File: src/rtl/aux_req_pkg.sv
package aux_req_pkg;

    localparam int HDR_BYTES      = 3;
    localparam int LEN_FIELD_BYTES = 1;
    localparam int MAX_DATA_BYTES = 16;
    localparam int MIN_MSG_BYTES  = HDR_BYTES + LEN_FIELD_BYTES;
    localparam int MAX_MSG_BYTES  = MIN_MSG_BYTES + MAX_DATA_BYTES;
    localparam int BYTE_W         = 8;
    localparam int ADDR_W         = $clog2(MAX_MSG_BYTES + 1);
    localparam int IDX_W          = $clog2(MAX_MSG_BYTES + 1);

    typedef enum logic [0:0] {
        ST_IDLE = 1'b0,
        ST_SEND = 1'b1
    } tx_state_e;

    typedef struct packed {
        logic              last;
        logic [BYTE_W-1:0] data;
    } out_beat_t;

    typedef struct packed {
        logic             go;
        logic [IDX_W-1:0] size;
    } launch_t;

    function automatic logic size_legal(input logic [BYTE_W-1:0] sz);
        return (int'(sz) >= MIN_MSG_BYTES) && (int'(sz) <= MAX_MSG_BYTES);
    endfunction

endpackage

File: src/rtl/aux_req_bank.sv
module aux_req_bank
    import aux_req_pkg::*;
#(
    parameter int DEPTH  = MAX_MSG_BYTES,
    parameter int AW     = ADDR_W,
    parameter int DW     = BYTE_W
) (
    input  logic                     clk,
    input  logic                     rst,
    input  logic                     wr_en,
    input  logic [AW-1:0]            wr_addr,
    input  logic [DW-1:0]            wr_data,
    input  logic                     unlocked,
    output logic [DEPTH-1:0][DW-1:0] bank_q
);

    for (genvar i = 0; i < DEPTH; i++) begin : g_byte
        localparam logic [AW-1:0] MY_ADDR = AW'(i);
        logic hit;
        assign hit = wr_en && unlocked && (wr_addr == MY_ADDR);
        always_ff @(posedge clk) begin
            if (rst) begin
                bank_q[i] <= '0;
            end else if (hit) begin
                bank_q[i] <= wr_data;
            end
        end
    end

endmodule

File: src/rtl/aux_req_launch.sv
module aux_req_launch
    import aux_req_pkg::*;
#(
    parameter int AW = ADDR_W,
    parameter int DW = BYTE_W,
    parameter int LAUNCH_ADDR = MAX_MSG_BYTES
) (
    input  logic          clk,
    input  logic          rst,
    input  logic          wr_en,
    input  logic [AW-1:0] wr_addr,
    input  logic [DW-1:0] wr_data,
    input  logic          xfer_done,
    output launch_t       launch,
    output logic          ready_q,
    output logic          err_q
);

    localparam logic [AW-1:0] LADDR = AW'(LAUNCH_ADDR);

    logic launch_hit;
    logic legal;
    logic refuse;

    assign launch_hit  = wr_en && (wr_addr == LADDR);
    assign legal       = size_legal(wr_data);
    assign launch.go   = launch_hit && ready_q && legal;
    assign launch.size = IDX_W'(wr_data);
    assign refuse      = launch_hit && !(ready_q && legal);

    always_ff @(posedge clk) begin
        if (rst) begin
            ready_q <= 1'b1;
            err_q   <= 1'b0;
        end else begin
            if (launch.go) begin
                ready_q <= 1'b0;
            end else if (xfer_done) begin
                ready_q <= 1'b1;
            end
            if (refuse) begin
                err_q <= 1'b1;
            end
        end
    end

endmodule

File: src/rtl/aux_req_serializer.sv
module aux_req_serializer
    import aux_req_pkg::*;
#(
    parameter int DEPTH = MAX_MSG_BYTES,
    parameter int DW    = BYTE_W,
    parameter int IW    = IDX_W
) (
    input  logic                     clk,
    input  logic                     rst,
    input  launch_t                  launch,
    input  logic [DEPTH-1:0][DW-1:0] bank_q,
    input  logic                     out_ready,
    output logic                     out_valid,
    output out_beat_t                beat,
    output logic                     xfer_done
);

    tx_state_e       state_q;
    logic [IW-1:0]   idx_q;
    logic [IW-1:0]   total_q;
    logic            at_end;
    logic            take;

    assign out_valid = (state_q == ST_SEND);
    assign at_end    = (idx_q == total_q - IW'(1));
    assign take      = out_valid && out_ready;
    assign xfer_done = take && at_end;

    always_comb begin
        beat.last = out_valid && at_end;
        beat.data = '0;
        for (int i = 0; i < DEPTH; i++) begin
            if (idx_q == IW'(i)) begin
                beat.data = bank_q[i];
            end
        end
    end

    always_ff @(posedge clk) begin
        if (rst) begin
            state_q <= ST_IDLE;
            idx_q   <= '0;
            total_q <= '0;
        end else begin
            case (state_q)
                ST_IDLE: begin
                    if (launch.go) begin
                        state_q <= ST_SEND;
                        idx_q   <= '0;
                        total_q <= launch.size;
                    end
                end
                ST_SEND: begin
                    if (take) begin
                        if (at_end) begin
                            state_q <= ST_IDLE;
                            idx_q   <= '0;
                        end else begin
                            idx_q <= idx_q + IW'(1);
                        end
                    end
                end
                default: state_q <= ST_IDLE;
            endcase
        end
    end

endmodule

File: src/rtl/aux_req_buffer.sv
module aux_req_buffer
    import aux_req_pkg::*;
#(
    parameter int DEPTH = MAX_MSG_BYTES,
    parameter int AW    = ADDR_W,
    parameter int DW    = BYTE_W
) (
    input  logic          clk,
    input  logic          rst,
    input  logic          wr_en,
    input  logic [AW-1:0] wr_addr,
    input  logic [DW-1:0] wr_data,
    output logic          tx_ready,
    output logic          len_err,
    output logic          out_valid,
    output logic [DW-1:0] out_data,
    output logic          out_last,
    input  logic          out_ready
);

    logic [DEPTH-1:0][DW-1:0] bank_q;
    launch_t                  launch;
    out_beat_t                beat;
    logic                     xfer_done;

    aux_req_bank #(.DEPTH(DEPTH), .AW(AW), .DW(DW)) u_bank (
        .clk      (clk),
        .rst      (rst),
        .wr_en    (wr_en),
        .wr_addr  (wr_addr),
        .wr_data  (wr_data),
        .unlocked (tx_ready),
        .bank_q   (bank_q)
    );

    aux_req_launch #(.AW(AW), .DW(DW), .LAUNCH_ADDR(DEPTH)) u_launch (
        .clk       (clk),
        .rst       (rst),
        .wr_en     (wr_en),
        .wr_addr   (wr_addr),
        .wr_data   (wr_data),
        .xfer_done (xfer_done),
        .launch    (launch),
        .ready_q   (tx_ready),
        .err_q     (len_err)
    );

    aux_req_serializer #(.DEPTH(DEPTH), .DW(DW), .IW(IDX_W)) u_ser (
        .clk       (clk),
        .rst       (rst),
        .launch    (launch),
        .bank_q    (bank_q),
        .out_ready (out_ready),
        .out_valid (out_valid),
        .beat      (beat),
        .xfer_done (xfer_done)
    );

    assign out_data = beat.data;
    assign out_last = beat.last;

endmodule

File: config.mk
export PLATFORM = sky130hd
export DESIGN_NAME = aux_req_buffer
export DESIGN_NICKNAME = d
export VERILOG_FILES = /design/src/rtl/aux_req_pkg.sv /design/src/rtl/aux_req_bank.sv /design/src/rtl/aux_req_launch.sv /design/src/rtl/aux_req_serializer.sv /design/src/rtl/aux_req_buffer.sv
export SDC_FILE = /design/constraint.sdc
export NUM_CORES = 1
export LEC_CHECK = 0
export BUFFER_PORTS_ARGS = -buffer_cell sky130_fd_sc_hd__clkbuf_2
export CAP_MARGIN = 5
export CORE_MARGIN = 10
export CORE_UTILIZATION = 25
export CTS_CLUSTER_SIZE = 40
export DETAILED_ROUTE_END_ITERATION = 10
export HOLD_SLACK_MARGIN = 0.02
export REMOVE_ABC_BUFFERS = 1
export SLEW_MARGIN = 20
export SYNTH_ARGS = -nofsm -noshare
export SYNTH_HDL_FRONTEND = slang
export SYNTH_SLANG_ARGS = --single-unit
File: constraint.sdc
create_clock -name clk -period 2.6 [get_ports clk]
set_input_delay 0 -clock clk [delete_from_list [all_inputs] [get_ports clk]]
set_output_delay 0 -clock clk [all_outputs]
set_load 0.02 [all_outputs]
==> out/qor.yml <==
pwr:
  power_frac_comb_pct: 4.8
  irDropWorstVdd_uv: 432
  clock_power_share_pct: 47.7
  powerDensity_nw_per_um2: 504
  sw_frac_of_total_pct: 24.2
  p_switching_mw: 1.36
  seq_power_share_pct: 47.5
  power_mw: 5.63
  p_leak_nw: 4.20
  p_int_mw: 4.27
finish:
  drive_above_1_share_pct: 23.2
  stdcell_count: 1601
  multiInputGateArea_um2: 5300
  fin_util_pct: 32.4
  regArea_um2: 3480
  num-fill-cells: 3621
  areaGrowthSynthToFinish_pct: 27.5
  nets: 1156
  antenna_cells: 0
setup_path:
  ff2ff_path_depth: 10
  cp_max_fo: 6
  r2r-end: "u_ser.idx_q[4]"
  worstSetupStartpointType: "register"
  worstPathArrival_ns: 2.67
  startpoint: "u_ser.idx_q[0]"
  worstReg2RegStart: "u_ser.total_q[0]"
  critical_path_class: "reg -> out"
  worstSetupEndpointType: "primary output"
  reg2reg_slack_ns: 0.23
  critPathRequiredTime_ns: 2.60
  endpoint: "out_data[3]"
synth:
  yosys_warnings: 0
  synth_top_area_cell: "dfxtp_1"
  async_flop_share_pct: 0
  syn-cell-area_um2: 8770
  yosys-top-cells-area: "dfxtp_1 39%, mux2i_1 14%, nor2_1 7.5%"
  synth_cell_types: 70
  yosysTopAreaCellShare_pct: 39.5
  synth-seq-cells: 173
  syn_area_per_cell_um2: 8.23
  synth.top_cells.by_count: "175 x nor2_1, 173 x dfxtp_1, 126 x mux2i_1, 96 x nand2_1, 87 x a21oi_1"
  ys.flop_type: "dfxtp_1"
  synth.most_common_cell: "nor2_1"
  synth.yosys.seq_area_share_pct: 39.5
  syn-instance-count: 1066
  synth_edf_count: 0
timing:
  timing.fmax_mhz: 375
  worst_slack_ns: -0.0693
  hold_viol_final: 0
  min_period_over_period_pct: 103
  final_max_slew_viol_count: 0
  finalClockSkew_ns: 0.00515
  maxSlewHeadroom_pct: 51.2
  grt_setup_unrepaired: "true"
  setup_viol: 1
  tightest_slew_ns: 0.733
  fin_tns_setup_ns: -0.0693
  min_period_ns: 2.67
floorplan:
  die_h_um: 207
  dieArea_um2: 43000
  core_area_um2: 34500
  start_util_pct: 25.4
  rows: 68
  fp.dieW_um: 207
  ios: 29
job:
  maxCapViolations: 0
routing:
  wire_per_inst_um: 19.0
  postRouteAntennaNets: 0
  drcViolationCount: 0
  vias: 8154
  first_pass_iters: 5
  avgViaCountPerCell: 5.09
  routed_wl_um: 30500
  drtIter0Drc: 705
clock_tree:
  cts_buffers: 17
  clk_latency_ns: 0.43
  cts_buffer_depth: 2
  cts_tree: "built"
  cts-root-buf: "clkbuf_16"
  path_clk_slew_ns: 0.07
  htreeDepth: 4
  clock_sinks: 173
place:
  dp_hpwl_um: 20600
  port_buffers: 28
  dp.cells: 1531
  finalWeightedCongestion: 0.908
global_routing:
  overflow: 0
  grtUsageMet2_pct: 22.5
  antenna_found_initial: 0
  first_global_vias: 7979
  gr-usage-met1_pct: 17.0
  grt_max_degree: 63
  grt_first_pass_wirelength_um: 46600
  use_met3_pct: 2.54
  grt_most_used_layer: "met2"
  grtUsageTotal_pct: 13.5
status:
  violations: "setup timing"
  status: "complete, but fails checks"
min_path:
  min_path_type: "in -> reg"
## power groups by stage
stage               registers, mW  clock network (mW)  logic [mW]
floorplan                    2.73                   0      0.0770
global placement             2.74                   0       0.259
detailed placement           2.74                   0       0.261
CTS                          2.68                2.72       0.268
global route                 2.67                2.83       0.287
finish                       2.67                2.69       0.270
## flip-flops by register name, indices dropped and copies added (netlist names)
register	count
u_launch.err_q	1
u_ser.out_valid	1
u_ser.total_q	5
u_launch.ready_q	1
u_ser.idx_q	5
u_bank.bank_q	160
## kinds of logic (layout without fill, tap and decap cells)
group	after synthesis	count (layout)	synth area share (%)
AND/OR/NAND/NOR	431	431	23.7
flip-flops	173	173	39.5
adder cells (fa/ha/maj)	6	6	0.856
multiplexers	127	127	14.5
XOR/XNOR	6	6	0.599
AO/OA/AOI/OAI	218	218	15.7
buffers and inverters	105	185	5.14
## area by class of cell
class | count | share of cell area [%]
clock buffers | 18 | 3.84
clock inverters | 14 | 1.61
inverters | 15 | 0.548
multi-input cells | 788 | 47.4
flip-flops and latches | 173 | 31.1
well taps | 455 | 5.09
repair buffers | 138 | 10.4
## layer usage
metal  share of wire (%)  vias to the layer above  wire [um]
li1                    -                     3881          -
met1                  44                     3942      13500
met2                  48                      261      14500
met3                 4.8                       70       1470
met4                 3.2                        0        979
met5                   0                        -          0
## worst max-delay path: stages (launching register included)
cell and delay, ns:
dfxtp_4 0.39, inv_4 0.05, ha_4 0.19, buf_6 0.14
buf_4 0.13, a21oi_2 0.13, o21ai_2 0.08, a31oi_2 0.24
a211oi_2 0.07, buf_4 0.15, o211ai_1 0.35, a21oi_1 0.12
clkbuf_4 0.18
## placed cells by master, fill, tap and decap left out, types with 12 or more instances in the layout
cell type	count
clkbuf_16	17
o21ai_0	32
a21oi_1	79
clkbuf_2	19
nand2_1	94
nand3_1	49
buf_6	12
nor3_1	13
dfxtp_1	167
nand3b_1	12
nand2b_1	14
nor2b_1	12
inv_1	13
nor2_1	169
mux2i_1	126
nor2_2	12
buf_4	90
## through the flow
step	hold WS, ns	setup slack, ns	cell area [um2]
floorplan	0.0691	-0.534	8370
global placement	0.358	0.103	9680
detailed placement	0.365	0.0703	9680
CTS	0.0213	-0.00918	10800
global route	0.0473	-0.0975	11200
finish	0.0293	-0.0693	11200
## how the worst min path moves through the flow
stage	start	end	slack [ns]	cells past startpoint
3_3_place_gp	out_ready	u_ser.out_valid	0.36	3
2_1_floorplan	rst	u_bank.bank_q[0]	0.07	1
5_1_grt	wr_addr[0]	u_bank.bank_q[131]	0.05	4
4_1_cts	wr_addr[0]	u_bank.bank_q[129]	0.02	4
6_report	wr_addr[0]	u_bank.bank_q[132]	0.03	4
3_5_place_dp	out_ready	u_ser.out_valid	0.37	3
## what timing repair did
| action | 4_1_cts | 5_1_grt |
|---|---|---|
| setup endpoints to repair | 8 | 9 |
| cloned | 1 | 0 |
| pin swaps | 22 | 31 |
| endpoints found under the hold margin | 3 | 0 |
| buffers inserted | 20 | 14 |
| gates resized for setup | 88 | 56 |
| hold buffers | 4 | 0 |
No activity file was read; power rests on OpenSTA's default activity.
